**config.mk**
```make
export PLATFORM = sky130hd
export DESIGN_NAME = irq_nest_ctrl
export DESIGN_NICKNAME = d
export VERILOG_FILES = /design/src/rtl/irq_nest_pkg.sv /design/src/rtl/irq_edge_det.sv /design/src/rtl/irq_prio_enc.sv /design/src/rtl/irq_arrival_queue.sv /design/src/rtl/irq_nest_ctrl.sv
export SDC_FILE = /design/constraint.sdc
export NUM_CORES = 1
export LEC_CHECK = 0
export BUFFER_PORTS_ARGS = -buffer_cell sky130_fd_sc_hd__buf_2
export CORE_MARGIN = 1.5
export CORE_UTILIZATION = 46
export CTS_CLUSTER_DIAMETER = 60
export DETAILED_ROUTE_END_ITERATION = 8
export PLACE_DENSITY = 0.69
export SLEW_MARGIN = 40
export SYNTH_ARGS = -nofsm -noshare
export SYNTH_HDL_FRONTEND = slang
export SYNTH_SLANG_ARGS = --single-unit
```
**constraint.sdc**
```tcl
create_clock -name clk -period 15.5 [get_ports clk]
set_clock_uncertainty 0.15 [all_clocks]
set_input_delay 3.1 -clock clk [delete_from_list [all_inputs] [get_ports clk]]
set_output_delay 3.1 -clock clk [all_outputs]
set_load 0.01 [all_outputs]
```
**src/rtl/irq_nest_pkg.sv**
```systemverilog
// Package: shared service-mode encoding for the interrupt controller.
// Assumes: one mode bit, driven from a static configuration input.
package irq_nest_pkg;

    typedef enum logic {
        SVC_SEQUENTIAL = 1'b0,
        SVC_NESTED     = 1'b1
    } svc_mode_e;

endpackage

```
**src/rtl/irq_edge_det.sv**
```systemverilog
// Module: registers the request lines and flags the 0-to-1 transitions.
// Assumes: request lines are synchronous to clk. A line already high when
// reset is released reports an edge on the first clock.
module irq_edge_det #(
    parameter int N = 4
) (
    input  logic         clk,
    input  logic         rst_n,
    input  logic [N-1:0] lvl,
    output logic [N-1:0] rise
);

    logic [N-1:0] lvl_q;

    // Hold the previous line levels.
    always_ff @(posedge clk) begin
        if (!rst_n) lvl_q <= '0;
        else        lvl_q <= lvl;
    end

    // A rising edge is a line that is high now and was low before.
    always_comb rise = lvl & ~lvl_q;

endmodule

```
**src/rtl/irq_prio_enc.sv**
```systemverilog
// Module: finds the highest set bit of a vector and returns it as an index
// and as a one-hot mask.
// Assumes: N >= 2. The outputs are 0 when no bit is set.
module irq_prio_enc #(
    parameter int N = 4,
    parameter int W = $clog2(N)
) (
    input  logic [N-1:0] vec,
    output logic         any,
    output logic [W-1:0] idx,
    output logic [N-1:0] onehot
);

    // Scan upward so that the highest set bit wins.
    always_comb begin
        any = |vec;
        idx = '0;
        for (int i = 0; i < N; i++) begin
            if (vec[i]) idx = W'(i);
        end
        onehot = any ? (N'(1) << idx) : '0;
    end

endmodule

```
**src/rtl/irq_arrival_queue.sv**
```systemverilog
// Module: keeps source indices in arrival order. Any entry can be removed,
// and the entries behind it close up the gap. Several sources can be
// appended in one cycle, the highest index first.
// Assumes: a source is never queued twice, because the caller pushes only
// sources that are not yet pending. DEPTH >= N therefore never overflows.
module irq_arrival_queue #(
    parameter int N     = 4,
    parameter int W     = $clog2(N),
    parameter int DEPTH = N
) (
    input  logic         clk,
    input  logic         rst_n,
    input  logic [N-1:0] push_mask,
    input  logic         rm_en,
    input  logic [W-1:0] rm_idx,
    output logic         head_vld,
    output logic [W-1:0] head_idx
);

    localparam int QW = DEPTH * W;
    localparam int CW = $clog2(DEPTH + 1);

    logic [QW-1:0] q, q_n;
    logic [CW-1:0] cnt, cnt_n;

    // Next queue contents: remove first, then append in priority order.
    always_comb begin
        int          fill;
        logic        found;
        logic [QW-1:0] keep_lo;
        q_n     = q;
        fill    = int'(cnt);
        found   = 1'b0;
        keep_lo = '0;
        if (rm_en) begin
            for (int j = 0; j < DEPTH; j++) begin
                if (!found && (j < fill) && (q[j*W +: W] == rm_idx)) begin
                    keep_lo = {QW{1'b1}} >> (QW - j*W);
                    q_n     = (q & keep_lo) | ((q >> W) & ~keep_lo);
                    found   = 1'b1;
                end
            end
        end
        if (found) fill = fill - 1;
        for (int s = N - 1; s >= 0; s--) begin
            if (push_mask[s] && (fill < DEPTH)) begin
                q_n  = q_n | (QW'(s) << (fill * W));
                fill = fill + 1;
            end
        end
        cnt_n = CW'(fill);
    end

    // Store the queue and its fill level.
    always_ff @(posedge clk) begin
        if (!rst_n) begin
            q   <= '0;
            cnt <= '0;
        end else begin
            q   <= q_n;
            cnt <= cnt_n;
        end
    end

    // The head is the oldest entry.
    always_comb begin
        head_vld = (cnt != '0);
        head_idx = q[W-1:0];
    end

endmodule

```
**src/rtl/irq_nest_ctrl.sv**
```systemverilog
// Module: interrupt controller with sequential and nested service modes.
// Edges on the source lines set pending bits. An accepted acknowledge
// moves the offered source into the in-service set. End-of-service clears
// the highest in-service bit. Sequential mode offers the oldest pending
// source when nothing is in service. Nested mode offers the highest pending
// source when it outranks everything in service.
// Assumes: the higher source index has the higher priority, and
// mode_nested changes only while the controller is idle.
module irq_nest_ctrl
    import irq_nest_pkg::*;
#(
    parameter int NSRC   = 4,
    parameter int VW     = $clog2(NSRC),
    parameter int QDEPTH = NSRC
) (
    input  logic            clk,
    input  logic            rst_n,
    input  logic            mode_nested,
    input  logic [NSRC-1:0] irq_src,
    output logic            cpu_irq,
    output logic [VW-1:0]   cpu_vec,
    input  logic            cpu_ack,
    input  logic            cpu_eoi,
    output logic            svc_active,
    output logic [VW-1:0]   svc_level
);

    svc_mode_e       mode;
    logic [NSRC-1:0] rise;
    logic [NSRC-1:0] pend, pend_n;
    logic [NSRC-1:0] isr, isr_n;
    logic            p_any, s_any;
    logic [VW-1:0]   p_idx, s_idx;
    logic [NSRC-1:0] p_oh, s_oh;
    logic            q_vld;
    logic [VW-1:0]   q_head;
    logic            seq_elig, nest_elig, take;
    logic [NSRC-1:0] take_oh, push;

    // Decode the configuration bit into the mode type.
    always_comb mode = svc_mode_e'(mode_nested);

    irq_edge_det #(.N(NSRC)) u_edge (
        .clk   (clk),
        .rst_n (rst_n),
        .lvl   (irq_src),
        .rise  (rise)
    );

    irq_prio_enc #(.N(NSRC), .W(VW)) u_pend_enc (
        .vec    (pend),
        .any    (p_any),
        .idx    (p_idx),
        .onehot (p_oh)
    );

    irq_prio_enc #(.N(NSRC), .W(VW)) u_isr_enc (
        .vec    (isr),
        .any    (s_any),
        .idx    (s_idx),
        .onehot (s_oh)
    );

    irq_arrival_queue #(.N(NSRC), .W(VW), .DEPTH(QDEPTH)) u_queue (
        .clk       (clk),
        .rst_n     (rst_n),
        .push_mask (push),
        .rm_en     (take),
        .rm_idx    (cpu_vec),
        .head_vld  (q_vld),
        .head_idx  (q_head)
    );

    // Work out whether a request can be offered in each mode, and pick its vector.
    always_comb begin
        seq_elig  = q_vld && !s_any;
        nest_elig = p_any && (!s_any || (p_idx > s_idx));
        if (mode == SVC_NESTED) begin
            cpu_irq = nest_elig;
            cpu_vec = nest_elig ? p_idx : '0;
        end else begin
            cpu_irq = seq_elig;
            cpu_vec = seq_elig ? q_head : '0;
        end
    end

    // Work out the acknowledge transfer and the next pending and in-service sets.
    always_comb begin
        take    = cpu_ack && cpu_irq;
        take_oh = take ? (NSRC'(1) << cpu_vec) : '0;
        push    = rise & (~pend | take_oh);
        pend_n  = (pend & ~take_oh) | rise;
        isr_n   = (cpu_eoi ? (isr & ~s_oh) : isr) | take_oh;
    end

    // Store the pending and in-service sets.
    always_ff @(posedge clk) begin
        if (!rst_n) begin
            pend <= '0;
            isr  <= '0;
        end else begin
            pend <= pend_n;
            isr  <= isr_n;
        end
    end

    // Show the top of the in-service stack.
    always_comb begin
        svc_active = s_any;
        svc_level  = s_idx;
    end

endmodule

```
==> run_results.csv, run 1 <==
group,metric,value,unit
run,maxCapViolCount,0,
floorplan,num_rows,32,
clocking,cts_sinks,23,
critical_path,critical_path_buf_inv_count,2,
power_and_ir_drop,p_int,338.0,µW
sta,period_share,0.6581,
critical_path,cp_top_family,"simple AND/OR/NAND/NOR gates",
critical_path,crit_fanout,12,
critical_path,critical_path_class,"input port to flop",
routing,wl,12250,µm
global_route,grt-ovfl-total,0,
placement,port_buffers,14,
clocking,ctsResizeCount,0,
yosys,synth_area,3747,µm²
layout,diodes,0,
yosys,synth-main-ff-cell,"dfxtp_1",
critical_path,end_kind,"flop",
sta,worst_pin_slew,0.8174,ns
floorplan,start_util,0.4800,
yosys,synth-async-reset-ratio,0,
critical_path,start_kind,"input port",
clocking,clock_path_buffers,2,
placement,dpl.hpwl,9556,µm
layout,drive_above_1_share,0.1255,
routing,wl_per_cell,19.76,µm
layout,areaGrowthSynthToFinish,5.476,%
power_and_ir_drop,power.switching,465.8,µW
power_and_ir_drop,power.share.clock,0.047,
global_route,grt_pass1_vias,3980,
clocking,ctsHoldBuffers,0,
global_route,antenna_found_initial,0,
yosys,ys_seq_area_frac,0.1229,
layout,nFillCells,794,
floorplan,pin_count,15,
global_route,grt_max_degree,17,
layout,layout.nets,544,
power_and_ir_drop,pwr-share-comb,0.842,
yosys,synth_top_area_frac,0.1229,
floorplan,die-width,93.26,µm
floorplan,die_h,93.26,µm
sta,slew_headroom,0.4514,
critical_path,crit_path_start,"mode_nested",
routing,num_vias,4199,
global_route,busiest_layer,"met2",
run_status,status,"completed",
clocking,numCtsBuffers,3,
yosys,ys_ff_latch,23,
sta,finalSetupViolCount,0,
yosys,synthTopCellsByArea,"dfxtp_1 12%, nand2_1 6.3%, a21oi_1 5.3%",
floorplan,dieArea,8697,µm²
sta,slew_violations,0,
critical_path,path_common_cell,"xnor2_1",
clocking,root_buffer,"clkbuf_8",
routing,drt_first_pass_iters,6,
critical_path,slowest_delay,0.59,ns
hold_path,hold_class,"flop to flop",
yosys,synth_cell_types,92,
sta,max_freq,0.09804,GHz
critical_path,crit_arrival,10.24,ns
global_route,grtUsageTotal,0.2872,
routing,post-route-drc-count,0,
power_and_ir_drop,p_leak,0.001547,µW
sta,rsz0062_at_grt,"no",
global_route,use_met2,0.4444,
yosys,synth_top_cell_by_area,"dfxtp_1",
clocking,cts_setup_buffers,0,
power_and_ir_drop,ir_drop,128.8,µV
critical_path,r2r_start,"pend[3]",
yosys,syn_area_per_cell,7.333,µm²
global_route,grt_pass1_wl,20180,µm
power_and_ir_drop,power_density,203.4,nW/µm²
clocking,clk_latency,0.27,ns
clocking,path_clk_slew,0.08,ns
clocking,cts_tree,"yes",
routing,vias_per_cell,6.773,
power_and_ir_drop,sw_frac_of_total,0.5795,
routing,postRouteAntennaNets,0,
yosys,syn_nets,536,
global_route,met1_usage,0.4219,
hold_path,hold_path_startpoint,"pend[0]",
sta,setup_slack,5.300,ns
yosys,synth_edf_count,0,
clocking,h-tree-depth,1,
power_and_ir_drop,seqPwrFrac,0.112,
placement,gp_congestion,0.9589,
critical_path,crit_slowest_cell,"xnor2_1",
sta,layout_min_cycle_time,10.20,ns
sta,fin_tns_setup,0,ns
routing,drtIter0Drc,389,
placement,post-place-ws,4.919,ns
yosys,syn_inst,511,
critical_path,required,15.54,ns
yosys,ys_warn_count,0,
sta,hold_violations,0,
floorplan,coreArea,7807,µm²
global_route,grt_use_met3,0.03659,
-- through the flow --
step	area, µm²	total power [µW]	hold slack [ns]	utilization	instances
after floorplan	3747	598.0	0.2953	-	511
after global placement	3890	738.6	0.3093	0.4982	616
after detailed placement	3892	741.7	0.3233	0.4986	616
after CTS	3941	782.8	0.3353	0.5048	620
after global routing	3953	871.0	0.3914	0.5063	620
final	3953	803.8	0.3366	0.5063	620
-- worst register-to-register path: cells and delay by family (launching register included) --
kind / cells / cell delay, ns
flip-flops: 1 / 0.39
multiplexers: 2 / 0.60
AND/OR/NAND/NOR: 12 / 3.43
AO/OA/AOI/OAI: 8 / 1.89
buffers and inverters: 2 / 0.20
XOR/XNOR: 3 / 1.02
adder cells (fa/ha/maj): 3 / 0.90
-- cell usage in the layout, fill, tap and decap left out, types with 13 or more instances in the layout --
cell and instances:
nor2_1 50, dfxtp_1 23, buf_2 14, nor3_1 14, inv_1 17, xnor2_1 13
o21ai_0 17, nand2b_1 15, nand3_1 19, ha_1 16, nand2_1 63, a21oi_1 40
-- power by group through the flow --
stage / Clock (µW) / Combinational, µW / Sequential [µW]
after global routing: 41.0 / 739 / 91.1
final: 37.5 / 677 / 89.8
after floorplan: 0 / 516 / 81.9
after global placement: 0 / 650 / 89.1
after detailed placement: 0 / 652 / 89.5
after CTS: 38.6 / 656 / 88.1
-- cells in the mapped netlist (all sizes together), types with 4 or more instances --
master / n
nand2: 63
nor2: 52
a21oi: 43
dfxtp: 23
nand3: 20
o21ai: 20
inv: 18
nor3: 17
ha: 16
nand2b: 15
xnor2: 14
a31oi: 12
nor4: 12
and2: 11
mux2i: 11
o211ai: 11
a21o: 9
nor2b: 8
buf: 7
o21a: 7
o31ai: 7
mux2: 6
o31a: 6
a41oi: 5
clkbuf: 5
nand3b: 5
or3: 5
a2111oi: 4
a211oi: 4
nand4: 4
or4: 4
xor2: 4
-- sequential cells by signal, summed over array words and instances, names as in the netlist --
name,flops
isr,4
u_queue.q,8
u_edge.lvl_q,4
u_queue.cnt,3
pend,4
-- cell families (layout without fill, tap and decap cells) --
family	count (synthesis)	after routing	synth area share
simple gates	237	237	0.3486
compound gates	169	169	0.3459
buf+inv	31	38	0.03572
flops	23	23	0.1229
xor+xnor	18	18	0.04608
mux	17	17	0.04741
fa+ha+maj	16	16	0.05342
-- metal layers --
metal  wire length (µm)  part of all wire
met4                228             0.019
met2               5296              0.43
met1               5546              0.45
met3               1179             0.096
met5                  0                 0
-- final timing paths --
path | end | slack [ns] | cells after the start
setup reg to reg | u_queue.cnt[1] | 6.84 | 30
hold reg to reg | pend[0] | 0.34 | 2
hold / removal | pend[0] | 0.34 | 2
setup / recovery | u_queue.cnt[1] | 5.30 | 27
-- layout make-up --
cell class | instances | area, µm² | share of cell area
multi-input combinational | 457 | 3167 | 0.8012
sequential | 23 | 460.4 | 0.1165
tap | 102 | 127.6 | 0.03229
timing repair buffer | 15 | 77.57 | 0.01963
inverter | 19 | 71.32 | 0.01804
clock buffer | 3 | 41.29 | 0.01045
clock inverter | 1 | 7.507 | 0.001899
(Power assumes the default switching activity.)
==> inputs of run 2 (changes only) <==
--- a/config.mk
+++ b/config.mk
@@ -5,6 +5,7 @@
 export SDC_FILE = /design/constraint.sdc
 export NUM_CORES = 1
 export LEC_CHECK = 0
+export ABC_AREA = 1
 export BUFFER_PORTS_ARGS = -buffer_cell sky130_fd_sc_hd__buf_2
 export CORE_MARGIN = 1.5
 export CORE_UTILIZATION = 46
==> constraint.sdc (replaced) <==
create_clock -name clk -period 10.6 [get_ports clk]
set_clock_uncertainty 0.15 [all_clocks]
set_input_delay 2.12 -clock clk [delete_from_list [all_inputs] [get_ports clk]]
set_output_delay 2.12 -clock clk [all_outputs]
set_load 0.01 [all_outputs]
==> run_results.csv, run 2 <==
group,metric,value,unit
run_status,status,"completed",
floorplan,die_h,95.62,µm
critical_path,crit_fanout,25,
layout,diodes,0,
yosys,synth_edf_count,0,
floorplan,die-width,95.62,µm
layout,areaGrowthSynthToFinish,4.344,%
clocking,numCtsBuffers,3,
critical_path,end_kind,"flop",
sta,hold_violations,0,
clocking,ctsHoldBuffers,0,
routing,wl_per_cell,13.31,µm
layout,final_cell_mix,"219 x nand2_1, 96 x inv_1, 84 x nor2_1, 84 x nand3_1, 29 x a21oi_1",
yosys,synth_top_family_by_area,"simple AND/OR/NAND/NOR gates",
routing,num_vias,4484,
global_route,grt-ovfl-total,0,
yosys,syn_inst,716,
critical_path,critical_path_class,"input port to flop",
routing,wl,11050,µm
global_route,met1_usage,0.3223,
routing,drtIter0Drc,240,
yosys,syn_area_per_cell,5.512,µm²
floorplan,dieArea,9143,µm²
layout,layout_commonest_cell,"nand2_1",
routing,postRouteAntennaNets,0,
yosys,synth_area,3946,µm²
yosys,synth-main-ff-cell,"dfxtp_1",
layout,drive_above_1_share,0.1255,
routing,post-route-drc-count,0,
global_route,grt_use_met3,0.01196,
global_route,grtUsageTotal,0.2514,
sta,finalSetupViolCount,0,
placement,dp_cells,826,
clocking,path_clk_slew,0.08,ns
global_route,grt_max_degree,26,
yosys,synth_compound_area_frac,0.1059,
yosys,synth_top_cell_by_area,"nand2_1",
placement,port_buffers,14,
hold_path,hold_class,"flop to flop",
critical_path,cp_top_family,"simple AND/OR/NAND/NOR gates",
yosys,synth-async-reset-ratio,0,
layout,nFillCells,925,
sta,layout_min_cycle_time,7.865,ns
yosys,ys_ff_latch,23,
clocking,h-tree-depth,1,
sta,max_freq,0.1271,GHz
clocking,cts_sinks,23,
global_route,use_met2,0.4548,
routing,drt_first_pass_iters,6,
sta,fin_tns_setup,0,ns
critical_path,critical_path_buf_inv_count,6,
critical_path,required,10.58,ns
sta,slew_headroom,0.5320,
layout,stdcell_count,830,
floorplan,coreArea,8258,µm²
global_route,antenna_found_initial,0,
clocking,root_buffer,"clkbuf_8",
critical_path,start_kind,"input port",
sta,worst_hold_slack,0.3458,ns
critical_path,crit_slowest_cell,"xor2_1",
yosys,synthTopCellsByArea,"nand2_1 21%, dfxtp_1 12%, nand3_1 11%",
critical_path,slowest_delay,0.41,ns
layout,largest_register_ffs,8,
yosys,synth_cell_types,38,
placement,gp_congestion,0.9974,
yosys,synth_fa_ha_area_frac,0.05073,
layout,layout.nets,751,
floorplan,num_rows,33,
placement,dpl.hpwl,9029,µm
power_and_ir_drop,ir_drop,162.2,µV
layout,regMostFlops,"u_queue.q",
global_route,grt_pass1_vias,4086,
clocking,clock_path_buffers,2,
yosys,ys_seq_area_frac,0.1167,
clocking,clk_latency,0.26,ns
yosys,ys_warn_count,0,
clocking,cts_setup_buffers,0,
clocking,ctsResizeCount,0,
floorplan,pin_count,15,
routing,vias_per_cell,5.402,
critical_path,crit_arrival,7.85,ns
sta,rsz0062_at_grt,"no",
yosys,synth_common_cells,"219 x nand2_1, 96 x inv_1, 84 x nand3_1, 84 x nor2_1, 30 x a21oi_1",
yosys,synth-simple-area-share,0.5694,
yosys,synthMuxAreaShare,0,
floorplan,start_util,0.4779,
critical_path,path_common_cell,"nand2_1",
yosys,syn_nets,741,
yosys,synth_top_area_frac,0.2083,
global_route,busiest_layer,"met2",
sta,worst_pin_slew,0.6946,ns
power_and_ir_drop,p_leak,0.002098,µW
sta,slew_violations,0,
clocking,cts_tree,"yes",
yosys,yosysMostFrequentCell,"nand2_1",
run,maxCapViolCount,0,
yosys,synth_xor_xnor_area_share,0.02663,
sta,period_share,0.7420,
power_and_ir_drop,power_density,348.9,nW/µm²
global_route,grt_pass1_wl,18500,µm
run 2: path summary, 6_finish.rpt:
check | slack, ns | endpoint | from | cells past startpoint
worst min-delay path | 0.35 | pend[2] | pend[2] | 2
worst max-delay path | 2.74 | u_queue.cnt[0] | mode_nested | 41
worst min register to register | 0.35 | pend[2] | pend[2] | 2
worst max register to register | 3.77 | u_queue.cnt[0] | pend[3] | 45
run 2: cell type report:
class                   instances  area [µm²]  share of cell area
clock buffers                   3       41.29             0.01003
well taps                     105       131.4             0.03191
inverters                     114       427.9              0.1039
multi-input cells             569        2974              0.7223
repair buffers                 15       77.57             0.01884
flip-flops and latches         23       460.4              0.1118
clock inverters                 1       5.005            0.001215
run 2: kinds of logic after synthesis:
family,count (synthesis)
XOR/XNOR,12
AND/OR/NAND/NOR,472
flip-flops,23
AO/OA/AOI/OAI,69
adder cells (fa/ha/maj),16
buffers and inverters,124
run 2: per-stage QoR:
step | utilization | power, µW | setup WS (ns) | area [µm²]
final | 0.4986 | 1437 | 2.735 | 4118
after CTS | 0.4982 | 1419 | 2.865 | 4114
after detailed placement | 0.4926 | 1359 | 2.632 | 4068
after global routing | 0.4986 | 1611 | 2.027 | 4118
after global placement | 0.4926 | 1342 | 2.849 | 4068
after floorplan | - | 1126 | 3.583 | 3946
run 2: worst reg2reg max path: cells and delay by family (launching register included):
family,cells,cell delay (ns)
AO/OA/AOI/OAI,1,0.06
XOR/XNOR,2,0.72
adder cells (fa/ha/maj),3,0.70
buffers and inverters,5,0.54
flip-flops,1,0.36
AND/OR/NAND/NOR,34,4.22
run 2: power by group:
group | switching, µW | internal (µW) | total (µW) | leakage (µW)
Sequential | 17.3 | 103 | 121 | 0.000189
Combinational | 888 | 376 | 1260 | 0.00188
Clock | 25.7 | 26.1 | 51.9 | 0.0000255
run 2: layer usage:
layer / vias to the layer above / share of wire
met3: 17 / 0.047
met1: 2028 / 0.45
met5: - / 0
met4: 0 / 0.015
li1: 2305 / -
met2: 134 / 0.49
